[config.mk]
export PLATFORM = sky130hd
export DESIGN_NAME = dma_iter_link
export DESIGN_NICKNAME = d
export VERILOG_FILES = /design/src/rtl/dma_iter_pkg.sv /design/src/rtl/dma_iter_loadchk.sv /design/src/rtl/dma_iter_count.sv /design/src/rtl/dma_iter_link_sel.sv /design/src/rtl/dma_iter_link.sv
export SDC_FILE = /design/constraint.sdc
export NUM_CORES = 1
export LEC_CHECK = 0
export CAP_MARGIN = 0
export CORE_ASPECT_RATIO = 0.8
export CORE_UTILIZATION = 35
export CTS_BUF_LIST = sky130_fd_sc_hd__clkbuf_16
export CTS_CLUSTER_SIZE = 8
export DETAILED_ROUTE_END_ITERATION = 10
export SYNTH_ARGS = -nofsm -noshare
export SYNTH_HDL_FRONTEND = slang
export SYNTH_SLANG_ARGS = --single-unit
[constraint.sdc]
create_clock -name clk -period 2.18 [get_ports clk]
set_clock_uncertainty 0.2 [all_clocks]
set_input_delay 0.545 -clock clk [delete_from_list [all_inputs] [get_ports clk]]
set_output_delay 0.545 -clock clk [all_outputs]
set_load 0.02 [all_outputs]
[src/rtl/dma_iter_pkg.sv]
package dma_iter_pkg;

  // Outcome of one accepted minor-loop completion
  typedef enum logic [1:0] {
    STEP_NONE = 2'd0,
    STEP_DEC  = 2'd1,
    STEP_WRAP = 2'd2
  } step_kind_t;

endpackage

[src/rtl/dma_iter_loadchk.sv]
module dma_iter_loadchk #(
  parameter int CNT_W = 15,
  parameter int CH_W  = 6
) (
  input  logic             clk,
  input  logic             rst_n,
  input  logic             load_fire,
  input  logic [CNT_W:0]   citer_w,
  input  logic [CNT_W:0]   biter_w,
  input  logic             err_clear,
  output logic             cfg_err
);
  localparam int LNK_CNT_W = CNT_W - CH_W;

  logic [CNT_W-1:0] b_cnt;
  logic             bad;

  // Count field of the beginning word, layout picked by its link-enable bit
  always_comb begin
    if (biter_w[CNT_W]) b_cnt = CNT_W'(biter_w[LNK_CNT_W-1:0]);
    else                b_cnt = biter_w[CNT_W-1:0];
  end

  assign bad = (citer_w != biter_w) || (b_cnt == '0);

  always_ff @(posedge clk or negedge rst_n) begin
    if (!rst_n)         cfg_err <= 1'b0;
    else if (load_fire) cfg_err <= bad;
    else if (err_clear) cfg_err <= 1'b0;
  end

  a_r4_mismatch_flags: assert property (@(posedge clk) disable iff (!rst_n)
    load_fire && (citer_w != biter_w) |=> cfg_err);

  a_r6_err_sticky: assert property (@(posedge clk) disable iff (!rst_n)
    cfg_err && !load_fire && !err_clear |=> cfg_err);

endmodule

[src/rtl/dma_iter_count.sv]
module dma_iter_count
  import dma_iter_pkg::*;
#(
  parameter int CNT_W = 15,
  parameter int CH_W  = 6
) (
  input  logic             clk,
  input  logic             rst_n,
  input  logic             load_fire,
  input  logic [CNT_W:0]   load_citer,
  input  logic [CNT_W:0]   load_biter,
  input  logic             step,
  output logic [CNT_W-1:0] cur_cnt,
  output logic             cur_lnk_en,
  output logic [CH_W-1:0]  cur_lnk_ch,
  output step_kind_t       kind
);
  localparam int LNK_CNT_W = CNT_W - CH_W;

  logic [CNT_W:0] citer_q;
  logic [CNT_W:0] biter_q;

  always_comb begin
    if (citer_q[CNT_W]) cur_cnt = CNT_W'(citer_q[LNK_CNT_W-1:0]);
    else                cur_cnt = citer_q[CNT_W-1:0];
  end

  assign cur_lnk_en = citer_q[CNT_W];
  assign cur_lnk_ch = citer_q[CNT_W-1 -: CH_W];

  always_comb begin
    if (!step)                        kind = STEP_NONE;
    else if (cur_cnt == CNT_W'(1))    kind = STEP_WRAP;
    else                              kind = STEP_DEC;
  end

  always_ff @(posedge clk or negedge rst_n) begin
    if (!rst_n) begin
      citer_q <= '0;
      biter_q <= '0;
    end else if (load_fire) begin
      citer_q <= load_citer;
      biter_q <= load_biter;
    end else begin
      case (kind)
        STEP_WRAP: citer_q <= biter_q;
        // The count is at least 2 here, so the low bits never borrow into the
        // channel or enable bits in either layout
        STEP_DEC:  citer_q <= citer_q - 1'b1;
        default:   citer_q <= citer_q;
      endcase
    end
  end

  a_r9_reload_from_begin: assert property (@(posedge clk) disable iff (!rst_n)
    !load_fire && (kind == STEP_WRAP) |=> citer_q == $past(biter_q));

  a_r8_decrement_by_one: assert property (@(posedge clk) disable iff (!rst_n)
    !load_fire && (kind == STEP_DEC) |=> cur_cnt == $past(cur_cnt) - CNT_W'(1));

  a_r7_idle_holds: assert property (@(posedge clk) disable iff (!rst_n)
    !load_fire && !step |=> $stable(citer_q));

endmodule

[src/rtl/dma_iter_link_sel.sv]
module dma_iter_link_sel
  import dma_iter_pkg::*;
#(
  parameter int CH_W = 6
) (
  input  logic            clk,
  input  logic            rst_n,
  input  step_kind_t      kind,
  input  logic            minor_en,
  input  logic [CH_W-1:0] minor_ch,
  input  logic            major_en,
  input  logic [CH_W-1:0] major_ch,
  output logic            link_req,
  output logic [CH_W-1:0] link_ch,
  output logic            major_done
);
  always_ff @(posedge clk or negedge rst_n) begin
    if (!rst_n) begin
      link_req   <= 1'b0;
      link_ch    <= '0;
      major_done <= 1'b0;
    end else begin
      link_req   <= 1'b0;
      major_done <= 1'b0;
      case (kind)
        STEP_DEC: begin
          link_req <= minor_en;
          link_ch  <= minor_ch;
        end
        STEP_WRAP: begin
          // The major-loop link replaces the per-minor-loop link
          major_done <= 1'b1;
          link_req   <= major_en;
          link_ch    <= major_ch;
        end
        default: ;
      endcase
    end
  end

  a_r9_minor_link_suppressed: assert property (@(posedge clk) disable iff (!rst_n)
    (kind == STEP_WRAP) && !major_en |=> !link_req);

  a_r8_strobe_needs_step: assert property (@(posedge clk) disable iff (!rst_n)
    link_req |-> $past(kind) != STEP_NONE);

endmodule

[src/rtl/dma_iter_link.sv]
module dma_iter_link
  import dma_iter_pkg::*;
#(
  parameter int CNT_W = 15,
  parameter int CH_W  = 6
) (
  input  logic             clk,
  input  logic             rst_n,
  input  logic             load_valid,
  output logic             load_ready,
  input  logic [CNT_W:0]   load_citer,
  input  logic [CNT_W:0]   load_biter,
  input  logic             minor_done,
  input  logic             major_link_en,
  input  logic [CH_W-1:0]  major_link_ch,
  input  logic             err_clear,
  output logic             link_req,
  output logic [CH_W-1:0]  link_ch,
  output logic             major_done,
  output logic             cfg_err,
  output logic [CNT_W-1:0] cur_iter
);
  logic             load_fire;
  logic             step;
  logic             cur_lnk_en;
  logic [CH_W-1:0]  cur_lnk_ch;
  step_kind_t       kind;

  assign load_ready = !minor_done;
  assign load_fire  = load_valid && load_ready;
  assign step       = minor_done && !cfg_err && (cur_iter != '0);

  dma_iter_loadchk #(.CNT_W(CNT_W), .CH_W(CH_W)) u_chk (
    .clk       (clk),
    .rst_n     (rst_n),
    .load_fire (load_fire),
    .citer_w   (load_citer),
    .biter_w   (load_biter),
    .err_clear (err_clear),
    .cfg_err   (cfg_err)
  );

  dma_iter_count #(.CNT_W(CNT_W), .CH_W(CH_W)) u_cnt (
    .clk        (clk),
    .rst_n      (rst_n),
    .load_fire  (load_fire),
    .load_citer (load_citer),
    .load_biter (load_biter),
    .step       (step),
    .cur_cnt    (cur_iter),
    .cur_lnk_en (cur_lnk_en),
    .cur_lnk_ch (cur_lnk_ch),
    .kind       (kind)
  );

  dma_iter_link_sel #(.CH_W(CH_W)) u_lnk (
    .clk        (clk),
    .rst_n      (rst_n),
    .kind       (kind),
    .minor_en   (cur_lnk_en),
    .minor_ch   (cur_lnk_ch),
    .major_en   (major_link_en),
    .major_ch   (major_link_ch),
    .link_req   (link_req),
    .link_ch    (link_ch),
    .major_done (major_done)
  );

  a_r7_no_strobe_in_error: assert property (@(posedge clk) disable iff (!rst_n)
    cfg_err && !load_fire |=> !major_done && !link_req);

endmodule

==> results of run 1 <==
layout make-up:
cell class,count,area [um2]
Fill cell,667,2970
Timing Repair Buffer,128,1136
Clock inverter,3,37.54
Clock buffer,5,125.1
Inverter,5,18.77
Sequential cell,41,1032
Multi-Input combinational cell,230,1429
Tap cell,87,108.9
registers in the layout (all words and copies together) (netlist names):
signal,count
u_lnk.link_req,1
u_lnk.major_done,1
u_lnk.link_ch,6
u_cnt.biter_q,16
u_cnt.citer_q,16
u_chk.cfg_err,1
path summary, 6_finish.rpt:
| path | cells after the start | start | slack [ns] | endpoint |
|---|---|---|---|---|
| worst max-delay path | 8 | u_cnt.citer_q[1] | 0.03 | u_cnt.citer_q[3] |
| min in group clk | 2 | u_cnt.biter_q[10] | 0.27 | u_cnt.biter_q[10] |
| max in group asynchronous | 2 | rst_n | 1.07 | u_cnt.biter_q[11] |
| worst min-delay path | 1 | rst_n | 0.13 | u_cnt.citer_q[5] |
| worst max register to register | 8 | u_cnt.citer_q[1] | 0.03 | u_cnt.citer_q[3] |
| worst min register to register | 2 | u_cnt.biter_q[10] | 0.27 | u_cnt.biter_q[10] |
logic make-up (layout without fill, tap and decap cells):
family                   after synthesis  after routing  synth area share [%]
AO/OA/AOI/OAI                         65             65                 18.17
XOR/XNOR                              23             23                 8.148
adder cells (fa/ha/maj)                2              2                 1.012
buffers and inverters                 24            141                 3.846
flip-flops                            41             41                 41.50
multiplexers                           2              2                0.8097
AND/OR/NAND/NOR                      138            138                 26.52
cells in the final DEF, fill, tap and decap left out, drive strengths merged, types with 4 or more instances in the layout:
cell	n
a21oi	7
clkbuf	5
nor4	7
o21ai	17
nor2b	8
a31oi	7
dlygate4sd2	11
inv	6
nor2	15
a22oi	8
xor2	4
clkdlybuf4s50	52
nand3	8
nor3	11
xnor2	19
buf	61
nand2	74
dlymetal6s2s	4
or3	4
dfrtp	41
metal layers:
layer  up-vias  part of all wire (%)
met3         2                   6.2
li1       1273                     -
met2        88                    43
met5         -                     0
met4         0                  0.28
met1      1208                    50
power breakdown:
group	switching (uW)	internal, uW	leakage [uW]	total, uW
sequential	156	916	0.000498	1070
clock	290	532	0.0000826	822
combinational	719	720	0.00117	1440
metrics by stage:
| step | cells | hold slack (ns) | setup TNS (ns) | power, uW |
|---|---|---|---|---|
| 5_1_grt | 499 | 0.1719 | -0.1170 | 3530 |
| 3_3_place_gp | 487 | 0.2608 | -3.306 | 2444 |
| 2_1_floorplan | 295 | 0.04941 | -0.04275 | 1745 |
| 6_report | 499 | 0.1251 | 0 | 3333 |
| 4_1_cts | 496 | 0.1512 | 0 | 3287 |
| 3_5_place_dp | 487 | 0.2605 | -4.552 | 2453 |
worst max-delay path, cell delays in order (launching register included):
cell and delay, ns:
dfrtp_2 0.42, inv_2 0.08, ha_4 0.13, or3b_4 0.43, nand2_2 0.09, nor3_2 0.04
buf_4 0.17, a22o_1 0.23, a211o_1 0.23
what timing repair did:
| action | 4_1_cts | 5_1_grt |
|---|---|---|
| setup buffers | 1 | 2 |
| cloned | 0 | 1 |
| endpoints found under the setup margin | 19 | 18 |
| hold buffers | 0 | 0 |
| gates resized for setup | 16 | 19 |
| pin swaps | 0 | 6 |
==> metrics.md, run 1 <==
| Metric | Value |
|---|---|
| Period minus WS final | 2.148 ns |
| Routed wire length | 8.134 mm |
| Synth cell count leaders | nand2_1 (74), dfrtp_1 (41), xnor2_1 (19), clkbuf_1 (15), nor2_1 (15) |
| Vias in the first global route | 2522 |
| Max Slew Vio Count | 0 |
| Crit Path Category | flip-flop to flip-flop |
| Yosys warns | 0 |
| Final setup violation count | 0 |
| Utilization after layout | 56.69% |
| Cells after synthesis | 295 |
| Crit path DAT | 2.11 ns |
| First-pass GRT wire length | 12.81 mm |
| Post-Place Worst Slack | -0.2986 ns |
| Async set-reset flop share out of synthesis | 100.0% |
| Worst Path Required | 2.14 ns |
| Initial Util | 36.05% |
| Routed length per instance | 16.30 um |
| Critical path fanouts, max | 5 |
| GR met3 Demand/Resource | 4.663% |
| Final hold vios | 0 |
| GR Util All Layers | 23.05% |
| Reg clk slew, reported paths | 0.06 ns |
| Vias/cell | 5.152 |
| Ys flop type | dfrtp_1 |
| Port Buffers | 68 |
| Unrepaired setup endpoints after global routing | yes |
| Max-cap violations | 0 |
| Core area | 6858 um2 |
| Most frequent cell after synthesis | nand2_1 |
| Fin area | 3887 um2 |
| GR Layer Usage met1 | 35.48% |
| Mapped Nets | 341 |
| Slew @ Worst Pin | 0.7339 ns |
| Slew Limit Headroom | 51.07% |
| Post-synth top area cell | dfrtp_1 |
| Busiest grt layer | met1 |
| Area of the die | 7406 um2 |
| Final net count | 457 |
| Clock Path Buffers | 2 |
| Placement Cell Area | 3630 um2 |
| Overflow left after global routing | 0 |
| Yosys top cell area share | 41.50% |
| H-tree depth | 2 |
| Num rows | 27 |
| Synthesized area per cell | 8.381 um2 |
| Dpl hpwl | 6.170 mm |
| I/O pin cnt | 69 |
| HP Class | input pin to asynchronous set/reset pin |
| FMAX | 0.4656 GHz |
| CTS tree | yes |
| Clock Latency Late Sink | 0.28 ns |
| Synth unique cells | 46 |
| Initial DRT Pass Iterations | 4 |
| Outcome | complete, no violations |
| Die W | 95.97 um |
| Antenna cells | 0 |
| Root Driver | clkbuf_16 |
| DRC Markers | 0 |
| Area grow syn2layout | 57.24% |
| Register area share after synthesis | 41.50% |
| Post-synthesis cell area | 2472 um2 |
| Final period util | 98.53% |
| Layout cells sized above 1 | 23.30% |
| Yosys reg bits | 41 |
| Setup ws final | 0.03212 ns |
| M2 GR Usage | 33.00% |
| EDFF count, synth | 0 |
| CTS buffer count | 5 |
| Max rail drop VDD | 0.0003824 V |
| Top cells by area, synth | dfrtp_1 (41%), nand2_1 (11%), xnor2_1 (6.7%) |
| Pwr/cell area | 857.3 nW/um2 |
| Post-route antenna net violation count | 0 |
| Crit start category | flip-flop |
| Leakage | 0.001755 uW |
| DR iter-0 viols | 204 |
| Initial antenna violation count | 0 |
| Via count | 2571 |
| Pin count of the biggest net entering global routing | 31 |
| Crit. End Element | flip-flop |
| CTS sink cnt | 41 |
| DIE HEIGHT | 77.18 um |
| GPL Wtd Cong | 0.9207 |
No activity file was read; power rests on OpenSTA's default activity.
==> run 2: changes to the inputs <==
--- a/config.mk
+++ b/config.mk
@@ -5,7 +5,7 @@
 export SDC_FILE = /design/constraint.sdc
 export NUM_CORES = 1
 export LEC_CHECK = 0
-export CAP_MARGIN = 0
+export CAP_MARGIN = 25
 export CORE_ASPECT_RATIO = 0.8
 export CORE_UTILIZATION = 35
 export CTS_BUF_LIST = sky130_fd_sc_hd__clkbuf_16
==> results of run 2 <==
Same layout as run 1: the final DEF is identical, and so are final timing and power.
==> run 3: changes to the inputs <==
--- a/config.mk
+++ b/config.mk
@@ -14,3 +14,4 @@
 export SYNTH_ARGS = -nofsm -noshare
 export SYNTH_HDL_FRONTEND = slang
 export SYNTH_SLANG_ARGS = --single-unit
+export TNS_END_PERCENT = 20
==> run 3 against run 2 <==
Compared with the run above: sequential cell count stayed put; highest routed layer unchanged; largest cell class unchanged; clock power hardly changed; sequential power hardly changed.
==> metrics.md, run 3 (synthesized netlist as in run 1, its figures left out) <==
| Metric | Value |
|---|---|
| Outcome | complete, no violations |
| H-tree depth | 2 |
| GPL Wtd Cong | 0.9061 |
| Slowest cell delay on critical path | 0.43 ns |
| Via count | 2643 |
| I/O pin cnt | 69 |
| GR Util All Layers | 22.66% |
| Unrepaired setup endpoints after global routing | yes |
| Final net count | 459 |
| FMAX | 0.4596 GHz |
| Num rows | 27 |
| Clock Latency Late Sink | 0.28 ns |
| First-pass GRT wire length | 12.79 mm |
| Routed length per instance | 15.72 um |
| Pwr/cell area | 863.6 nW/um2 |
| Area of the multi-input gates | 1400 um2 |
| Final period util | 99.80% |
| DIE HEIGHT | 77.18 um |
| Crit path DAT | 2.17 ns |
| Hold slack | 0.04009 ns |
| Pin count of the biggest net entering global routing | 23 |
| Cells along the critical path | inv_1 > ha_2 > or3b_4 > nor3_2 > a21oi_1 > buf_4 > o221a_1 > o21ai_1 |
| Slew @ Worst Pin | 0.5319 ns |
| Area grow syn2layout | 56.58% |
| Post-route antenna net violation count | 0 |
| Root Driver | clkbuf_16 |
| DRC Markers | 0 |
| FF/Latch Area | 1032 um2 |
| Leakage | 0.001732 uW |
| Max Slew Vio Count | 0 |
| Worst Path Required | 2.18 ns |
| R2R Path Start | u_cnt.citer_q[0] |
| Crit start category | flip-flop |
| CTS buffer count | 5 |
| Reg clk slew, reported paths | 0.06 ns |
| Layout cells sized above 1 | 22.22% |
| Vias/cell | 5.275 |
| Initial Util | 36.05% |
| Filler cell count | 635 |
| Most frequent cells in the layout | nand2_1 (73), buf_4 (61), clkdlybuf4s50_1 (55) |
| Routed wire length | 7.877 mm |
| Slew Limit Headroom | 64.54% |
| Hold Buf Count CTS | 0 |
| Slowest CP cell | dfrtp_2 |
| Critical path fanouts, max | 8 |
| Final hold vios | 0 |
| Post-Place Worst Slack | -0.3271 ns |
| Core area | 6858 um2 |
| Clock Path Buffers | 2 |
| DR iter-0 viols | 209 |
| Max-cap violations | 0 |
| Die W | 95.97 um |
| Area of the die | 7406 um2 |
| Top flop regs | u_cnt.biter_q (16), u_cnt.citer_q (16), u_lnk.link_ch (6) |
| Antenna cells | 0 |
| Max rail drop VDD | 0.0003361 V |
| Overflow left after global routing | 0 |
| Port Buffers | 68 |
| Dpl hpwl | 6.170 mm |
| CTS sink cnt | 41 |
| Crit Path Category | flip-flop to flip-flop |
| CTS tree | yes |
| Crit path from | u_cnt.citer_q[0] |
| Crit. End Element | flip-flop |
| Setup ws final | 0.004321 ns |
| Commonest non-fill, non-tap cell in the layout | nand2_1 |
| Period minus WS final | 2.176 ns |
| Initial antenna violation count | 0 |
| Initial DRT Pass Iterations | 5 |
| Final setup violation count | 0 |
| Worst path bufs/invs | 2 |
| Delay-heaviest family, CP | simple AND/OR/NAND/NOR gates |
| HP Class | input pin to asynchronous set/reset pin |
| Vias in the first global route | 2504 |
-- run 3: final cells by class --
class	instances	share of cell area [%]
well taps	87	2.812
clock buffers	5	3.232
clock inverters	3	0.9696
inverters	5	0.4848
flip-flops and latches	41	26.66
multi-input cells	230	36.17
repair buffers	130	29.67
-- run 3: per-layer routing --
layer | GRT usage [%] | vias up | wire length (um)
met5 | 0 | - | 0
met4 | 4.478 | 0 | 45
li1 | - | 1277 | -
met2 | 32.64 | 115 | 3341
met3 | 3.274 | 6 | 551
met1 | 35.50 | 1245 | 3939
-- run 3: through the flow --
step	utilization, %	instances	area [um2]	power (uW)	TNS, ns
after global placement	53.22	490	3650	2480	-4.750
after detailed placement	53.22	490	3650	2491	-5.203
after floorplan	-	295	2497	1743	-0.04657
after global routing	56.45	501	3871	3528	-0.3855
after CTS	55.61	498	3814	3312	-0.003704
final	56.45	501	3871	3343	0
-- run 3: worst paths after layout --
check                                     to  slack [ns]  cells after the start
max                         u_cnt.citer_q[7]       0.004                      8
min                         u_cnt.citer_q[1]        0.04                      1
max reg2reg                 u_cnt.citer_q[7]       0.004                      8
min reg2reg                u_cnt.biter_q[14]        0.28                      2
max in group asynchronous   u_cnt.citer_q[8]        1.25                      2
min in group clk           u_cnt.biter_q[14]        0.28                      2
-- run 3: what timing repair did --
| item | 4_1_cts | 5_1_grt |
|---|---|---|
| resized for setup | 13 | 11 |
| setup buffers | 0 | 3 |
| endpoints found under the setup margin | 24 | 15 |
| pin swaps | 0 | 2 |
-- run 3: report_power, final --
group	switching, uW	total (uW)	internal [uW]	leakage [uW]
Clock	290	822	532	0.0000826
Combinational	718	1460	742	0.00115
Sequential	145	1060	916	0.000498
Total	1150	3340	2190	0.00173
